$ cat src/rtl/dpram_pkg.sv
package dpram_pkg;

    // Behaviour of a port's read data during a write on that same port
    typedef enum logic [1:0] {
        WM_READ_FIRST  = 2'd0,
        WM_WRITE_FIRST = 2'd1,
        WM_NO_CHANGE   = 2'd2
    } wmode_e;

endpackage

$ cat src/rtl/dpram_lane_array.sv
module dpram_lane_array #(
    parameter int LW     = 8,
    parameter int NLANES = 128,
    parameter int A_R    = 1,
    parameter int B_R    = 4,
    localparam int LAW   = $clog2(NLANES),
    localparam int A_SH  = $clog2(A_R),
    localparam int B_SH  = $clog2(B_R),
    localparam int A_AW  = LAW - A_SH,
    localparam int B_AW  = LAW - B_SH
) (
    input  logic                 clk,
    input  logic                 a_en,
    input  logic                 a_we,
    input  logic [A_AW-1:0]      a_addr,
    input  logic [A_R*LW-1:0]    a_wdata,
    output logic [A_R*LW-1:0]    a_rword,
    input  logic                 b_en,
    input  logic                 b_we,
    input  logic [B_AW-1:0]      b_addr,
    input  logic [B_R*LW-1:0]    b_wdata,
    output logic [B_R*LW-1:0]    b_rword
);

    logic [LW-1:0]  mem [NLANES];
    logic [LAW-1:0] a_base;
    logic [LAW-1:0] b_base;

    // lane base of a word; lane k of the word occupies bits [k*LW +: LW]
    assign a_base = LAW'(a_addr) << A_SH;
    assign b_base = LAW'(b_addr) << B_SH;

    // reads see the array contents from before this edge's writes
    always_comb begin
        for (int k = 0; k < A_R; k++) begin
            a_rword[k*LW +: LW] = mem[a_base + LAW'(k)];
        end
        for (int k = 0; k < B_R; k++) begin
            b_rword[k*LW +: LW] = mem[b_base + LAW'(k)];
        end
    end

    // only the lanes of an enabled write are touched
    always_ff @(posedge clk) begin
        if (a_en && a_we) begin
            for (int k = 0; k < A_R; k++) begin
                mem[a_base + LAW'(k)] <= a_wdata[k*LW +: LW];
            end
        end
        if (b_en && b_we) begin
            for (int k = 0; k < B_R; k++) begin
                mem[b_base + LAW'(k)] <= b_wdata[k*LW +: LW];
            end
        end
    end

endmodule

$ cat src/rtl/dpram_port_out.sv
module dpram_port_out #(
    parameter int                DW      = 8,
    parameter dpram_pkg::wmode_e MODE    = dpram_pkg::WM_READ_FIRST,
    parameter bit                OUT_REG = 1'b0
) (
    input  logic          clk,
    input  logic          rst_n,
    input  logic          en,
    input  logic          we,
    input  logic [DW-1:0] wdata,
    input  logic [DW-1:0] rword,
    output logic [DW-1:0] dout
);

    logic [DW-1:0] lat;

    // cleared by reset; R3: held unless enabled
    always_ff @(posedge clk or negedge rst_n) begin
        if (!rst_n) begin
            lat <= '0;
        end else if (en) begin
            if (!we) begin
                lat <= rword;
            end else begin
                unique case (MODE)
                    dpram_pkg::WM_READ_FIRST:  lat <= rword;
                    dpram_pkg::WM_WRITE_FIRST: lat <= wdata;
                    dpram_pkg::WM_NO_CHANGE:   lat <= lat;
                    default:                   lat <= lat;
                endcase
            end
        end
    end

    generate
        if (OUT_REG) begin : g_reg
            logic [DW-1:0] pipe_q;
            always_ff @(posedge clk or negedge rst_n) begin
                if (!rst_n) pipe_q <= '0;
                else        pipe_q <= lat;
            end
            assign dout = pipe_q;


            pipe_delay_chk: assert property (@(posedge clk) disable iff (!rst_n)
                1'b1 |=> (dout == $past(lat)));
        end else begin : g_direct
            assign dout = lat;
        end

        if (MODE == dpram_pkg::WM_READ_FIRST) begin : g_rf

            rf_old_word_chk: assert property (@(posedge clk) disable iff (!rst_n)
                en |=> (lat == $past(rword)));
        end else if (MODE == dpram_pkg::WM_WRITE_FIRST) begin : g_wf

            wf_new_word_chk: assert property (@(posedge clk) disable iff (!rst_n)
                (en && we) |=> (lat == $past(wdata)));
        end else begin : g_nc

            nc_hold_chk: assert property (@(posedge clk) disable iff (!rst_n)
                (en && we) |=> $stable(lat));
        end
    endgenerate


    idle_hold_chk: assert property (@(posedge clk) disable iff (!rst_n)
        !en |=> $stable(lat));

endmodule

$ cat src/rtl/dpram_dual.sv
module dpram_dual #(
    parameter int                A_DW       = 8,
    parameter int                B_DW       = 32,
    parameter int                TOTAL_BITS = 1024,
    parameter dpram_pkg::wmode_e A_MODE     = dpram_pkg::WM_READ_FIRST,
    parameter dpram_pkg::wmode_e B_MODE     = dpram_pkg::WM_WRITE_FIRST,
    parameter bit                A_OUT_REG  = 1'b0,
    parameter bit                B_OUT_REG  = 1'b1,
    localparam int LW     = (A_DW < B_DW) ? A_DW : B_DW,
    localparam int NLANES = TOTAL_BITS / LW,
    localparam int A_R    = A_DW / LW,
    localparam int B_R    = B_DW / LW,
    localparam int A_AW   = $clog2(TOTAL_BITS / A_DW),
    localparam int B_AW   = $clog2(TOTAL_BITS / B_DW)
) (
    input  logic            clk,
    input  logic            rst_n,
    input  logic            a_en,
    input  logic            a_we,
    input  logic [A_AW-1:0] a_addr,
    input  logic [A_DW-1:0] a_wdata,
    output logic [A_DW-1:0] a_rdata,
    input  logic            b_en,
    input  logic            b_we,
    input  logic [B_AW-1:0] b_addr,
    input  logic [B_DW-1:0] b_wdata,
    output logic [B_DW-1:0] b_rdata
);

    logic [A_DW-1:0] a_rword;
    logic [B_DW-1:0] b_rword;

    dpram_lane_array #(
        .LW(LW), .NLANES(NLANES), .A_R(A_R), .B_R(B_R)
    ) u_array (
        .clk(clk),
        .a_en(a_en), .a_we(a_we), .a_addr(a_addr), .a_wdata(a_wdata), .a_rword(a_rword),
        .b_en(b_en), .b_we(b_we), .b_addr(b_addr), .b_wdata(b_wdata), .b_rword(b_rword)
    );

    dpram_port_out #(.DW(A_DW), .MODE(A_MODE), .OUT_REG(A_OUT_REG)) u_out_a (
        .clk(clk), .rst_n(rst_n), .en(a_en), .we(a_we),
        .wdata(a_wdata), .rword(a_rword), .dout(a_rdata)
    );

    dpram_port_out #(.DW(B_DW), .MODE(B_MODE), .OUT_REG(B_OUT_REG)) u_out_b (
        .clk(clk), .rst_n(rst_n), .en(b_en), .we(b_we),
        .wdata(b_wdata), .rword(b_rword), .dout(b_rdata)
    );

endmodule

$ cat config.mk
export PLATFORM = sky130hd
export DESIGN_NAME = dpram_dual
export DESIGN_NICKNAME = d
export VERILOG_FILES = /design/src/rtl/dpram_pkg.sv /design/src/rtl/dpram_lane_array.sv /design/src/rtl/dpram_port_out.sv /design/src/rtl/dpram_dual.sv
export SDC_FILE = /design/constraint.sdc
export NUM_CORES = 2
export LEC_CHECK = 0
export BUFFER_PORTS_ARGS = -buffer_cell sky130_fd_sc_hd__buf_2
export CAP_MARGIN = 0
export CORE_ASPECT_RATIO = 1.1
export CORE_MARGIN = 2
export CORE_UTILIZATION = 50
export DETAILED_ROUTE_END_ITERATION = 8
export PLACE_DENSITY_LB_ADDON = 0.25
export SLEW_MARGIN = 20
export SYNTH_ARGS = -nofsm -noshare
export SYNTH_HDL_FRONTEND = slang
export SYNTH_SLANG_ARGS = --single-unit
export TNS_END_PERCENT = 100
$ cat constraint.sdc
create_clock -name clk -period 5.3 [get_ports clk]
set_input_delay 0.265 -clock clk [delete_from_list [all_inputs] [get_ports clk]]
set_output_delay 0.265 -clock clk [all_outputs]
set_load 0.01 [all_outputs]
After elaboration in Yosys (flattened, before gate mapping)
Memories as Yosys holds them, arrays and structs flattened. A register that Yosys moved wholly into a read port is not among the register bits. Index checks and enable logic that the tools add are counted.

Flip-flop bits (word level): 32. Input bits: 58. Memory bits (writable): 1024. Memories kept: 1. Output and inout bits: 40.

Memory list: u_array.mem (depth 128, bits a word 8, rd ports 5, clocked after Yosys merged registers in 5, wr ports 5, RTL line dpram_lane_array.sv:25) `logic [LW-1:0] mem [NLANES];`.

$add $sub $neg: 3. Muxes and demuxes: 4. Reductions and logical operators: 7.

Operators with widths (number): $add 7x2->7 const B (2); $add 7x1->7 const B (1); $logic_not 1->1 (5); $mux 1 (4); $logic_and 1x1->1 (2).

Depth between registers and ports, before layout
Depth after elaboration: 3. Depth in mapped cells: 11. Gate-level depth less buffers: 7.

Hierarchy
A second synthesis with hierarchy kept.

Cell total of the unflattened synthesis: 3961. Area total of the unflattened synthesis: 60879.6 um2.

Modules (own cells, without submodules): dpram_lane_array (cells an instance 3773, seq. area each 30749.5 um2, instances 1, area each 58240.9 um2); dpram_port_out at u_out_b (cells an instance 171, seq. area each 1601.5 um2, instances 1, area each 2307.2 um2); dpram_port_out at u_out_a (cells an instance 17, seq. area each 200.2 um2, instances 1, area each 331.6 um2).

Least setup slack after synthesis
Ideal clock, no wire load.

Path type: input-to-reg. Start point: in a_addr[1]. End point: mem u_array.mem[1][0] (enable). Library setup time: 0.384 ns. Stages on the path: 7. Buffers on the path: 4. Setup slack: 2.639 ns. Required time: 4.916 ns. Arrival: 2.277 ns. Path through: buf_2 -> nor2_1 -> clkbuf_1 -> buf_1 -> nand2_1 -> buf_1 -> o21ai_0.

RTL lines: from (decl) (RTL line dpram_dual.sv:20) `input logic [A_AW-1:0] a_addr,`; to (decl) (RTL line dpram_lane_array.sv:25).

==> results.yml <==
floorplanning:
  start_util_pct: 50.23
  core_um2: 121100
  die_h_um: 369.7
  die_area_um2: 124400
  rows: 134
  io-pin-count: 98
  die_w_um: 336.5
global_routing:
  grt_max_degree: 121
  antenna_found_initial: 26
  grt_pass1_vias: 46314
  grt_use_total_pct: 41.90
  grt_pass1_wl_um: 359200
  overflow: 0
setup_path:
  arrival_ns: 3.85
  cp-end-kind: "register"
  r2r-end: "u_out_a.dout[6]"
  critPathCapture: "u_array.mem[8][3]"
  crit_path_start_kind: "input port"
  path_class: "input port to register"
  critPathLaunch: "a_en"
  path_cells: "dlygate4sd3_1 > buf_2 > nand2_1 > nor2_1 > nand2_1 > buf_4 > o21ai_0 > buf_4"
  cp_data_required_time_ns: 5.78
  r2r-start: "u_array.mem[32][6]"
  reg2reg_slack_ns: 2.54
  critPathSlowestCell: "o21ai_0"
  r2r_cells: 6
  cpPeakStageDelay_ns: 0.80
  crit_fanout: 18
clock_tree:
  postCtsHoldBufs: 4
  cts-htree-levels: 3
  cts_setup_buffers: 0
  cts_made_buffers: 116
  max-clock-path-buffers: 3
  cts_root_buffer: "clkbuf_16"
  cts_tree: "built"
  clock_sinks: 1096
  cts_resized: 0
  clkTransAtPathRegs_ns: 0.06
  clock_latency_ns: 0.78
sta:
  fin_tns_setup_ns: 0
  slew_headroom_pct: 19.28
  final.min_clock_period_ns: 3.373
  finalHoldViolCount: 0
  fmax_mhz: 296.5
  fin_skew_ns: 0.04816
  finalCritPeriodShare_pct: 63.63
  setup_slack_ns: 1.927
  worst_pin_slew_ns: 1.211
  slew_violations: 0
  setup_viol_count_final: 0
  rsz0062_at_grt: "false"
placement:
  port-buffer-count: 97
  pre_cts_ws_ns: 1.702
  gp_congestion: 1.084
  dpl.hpwl_um: 174400
  placedCellCount: 6879
layout:
  mostFrequentLayoutCell: "nand2_1"
  syn_to_final_growth_pct: 10.97
  nNetsFinal: 5427
  drive_gt1_share_pct: 17.91
  layout.cells.non_filler: 7116
  fillerInstances: 10160
  final_cell_mix: "2047 x nand2_1, 1024 x edfxtp_1, 384 x mux4_2"
status:
  status: "completed"
logic_synthesis:
  yosys_warnings: 0
  seq_area_frac_synth_pct: 53.53
  synth_compound_gate_area_share_pct: 8.365
  synth_fa_ha_area_share_pct: 0
  synth_nets: 5475
  synth_top_area_share_pct: 50.57
  synthSimpleGateAreaFrac_pct: 14.54
  yosysTopAreaCell: "edfxtp_1"
  muxShareOfSynthArea_pct: 19.80
  synth_top_family_by_area: "multiplexers"
  synth_xor_area_share_pct: 0
  syn_area_um2: 60800
  synthCells: 5417
  netlist_top_cells_area: "edfxtp_1 51%, mux4_2 14%, nand2_1 13%"
  synth-seq-cells: 1096
  synthDistinctLibCells: 33
  avgSynthCellArea_um2: 11.22
route:
  dr_total_vias: 49585
  first_iter_violations: 9133
  drc_errors: 0
  post_drt_via_cell_ratio: 6.968
  antenna_left: 0
  postRouteWirelength_um: 262200
  drt-pass1-iter-count: 8
  wl_per_cell_um: 36.84
power:
  leakage_nw: 25.59
  power_density_nw_per_um2: 310.6
  ir_drop_v: 0.0002637
worst_hold_path:
  hold_path.startpoint: "b_en"
  hp-class: "input port to register"
flow_run:
  drv_cap: 0
[flip-flops by register name (all words and copies together), names as in the netlist]
signal        cells
u_array.mem    1024
u_out_a.dout      8
u_out_b.dout     32
u_out_b.lat      32
[critical path, delay by kind of cell]
family	cells	cell delay, ns
buffers and inverters	4	1.67
AO/OA/AOI/OAI	1	0.80
AND/OR/NAND/NOR	3	1.07
[through the flow]
step | instance area [um2] | power, mW | hold WS [ns] | util [%]
final | 67470 | 20.95 | 0.02831 | 55.74
after global routing | 67440 | 21.26 | 0.04747 | 55.71
after detailed placement | 63370 | 12.24 | 0.1932 | 52.35
after global placement | 63370 | 12.21 | 0.1886 | 52.35
after CTS | 67420 | 20.75 | 0.002546 | 55.70
after floorplan | 60800 | 11.23 | -0.03059 | -
[how the worst min path moves through the flow]
stage / slack [ns] / to / cells past startpoint
after global placement: 0.19 / u_out_b.dout[7] / 1
after detailed placement: 0.19 / u_out_b.dout[7] / 1
after CTS: 0.003 / u_out_b.lat[30] / 3
after global routing: 0.05 / u_out_b.lat[20] / 3
after floorplan: -0.03 / u_out_a.dout[0] / 0
final: 0.03 / u_out_b.lat[20] / 3
[layer usage]
metal / global-route usage (%) / wire length [um]
met5: 0.1161 / 133
met2: 60.47 / 111000
met1: 52.15 / 85770
met3: 13.41 / 39700
met4: 33.04 / 25560
[synthesized netlist by cell type]
| master | n |
|---|---|
| a21oi_1 | 40 |
| inv_1 | 33 |
| buf_4 | 3 |
| buf_6 | 8 |
| dfrtp_1 | 72 |
| mux4_2 | 384 |
| a21o_1 | 160 |
| buf_1 | 73 |
| o21ai_0 | 232 |
| nand2b_1 | 11 |
| nand3_1 | 36 |
| and2_1 | 47 |
| buf_2 | 104 |
| clkbuf_1 | 335 |
| or2_2 | 4 |
| nor2b_1 | 45 |
| mux2_2 | 4 |
| a41oi_1 | 15 |
| nand3b_1 | 4 |
| nor3_1 | 2 |
| o41ai_1 | 1 |
| a31oi_1 | 9 |
| o22ai_1 | 126 |
| nand2_1 | 2048 |
| a22oi_1 | 96 |
| a32oi_1 | 4 |
| a22o_1 | 32 |
| a211oi_1 | 39 |
| nor2_1 | 54 |
| mux2i_1 | 334 |
| o211ai_1 | 28 |
| and3_1 | 10 |
| edfxtp_1 | 1024 |
[cells by family after synthesis]
group	count (synthesis)
flops	1096
mux	722
buf+inv	556
compound gates	782
simple gates	2261
[report_power, final]
| part | internal (mW) | switching (mW) | total, mW |
|---|---|---|---|
| Clock | 5.01 | 3.74 | 8.74 |
| Combinational | 0.784 | 1.67 | 2.45 |
| Sequential | 9.61 | 0.146 | 9.76 |
| Total | 15.4 | 5.55 | 21.0 |
[final cells by class]
cell class	instances	area, um2	share of cell area, %
inverters	33	123.9	0.1836
flip-flops and latches	1096	32550	48.24
multi-input cells	3765	26110	38.70
repair buffers	357	2601	3.855
clock buffers	149	3246	4.810
diodes	18	45.04	0.06676
clock inverters	66	752.0	1.114
well taps	1632	2042	3.026
(Power assumes the default switching activity.)
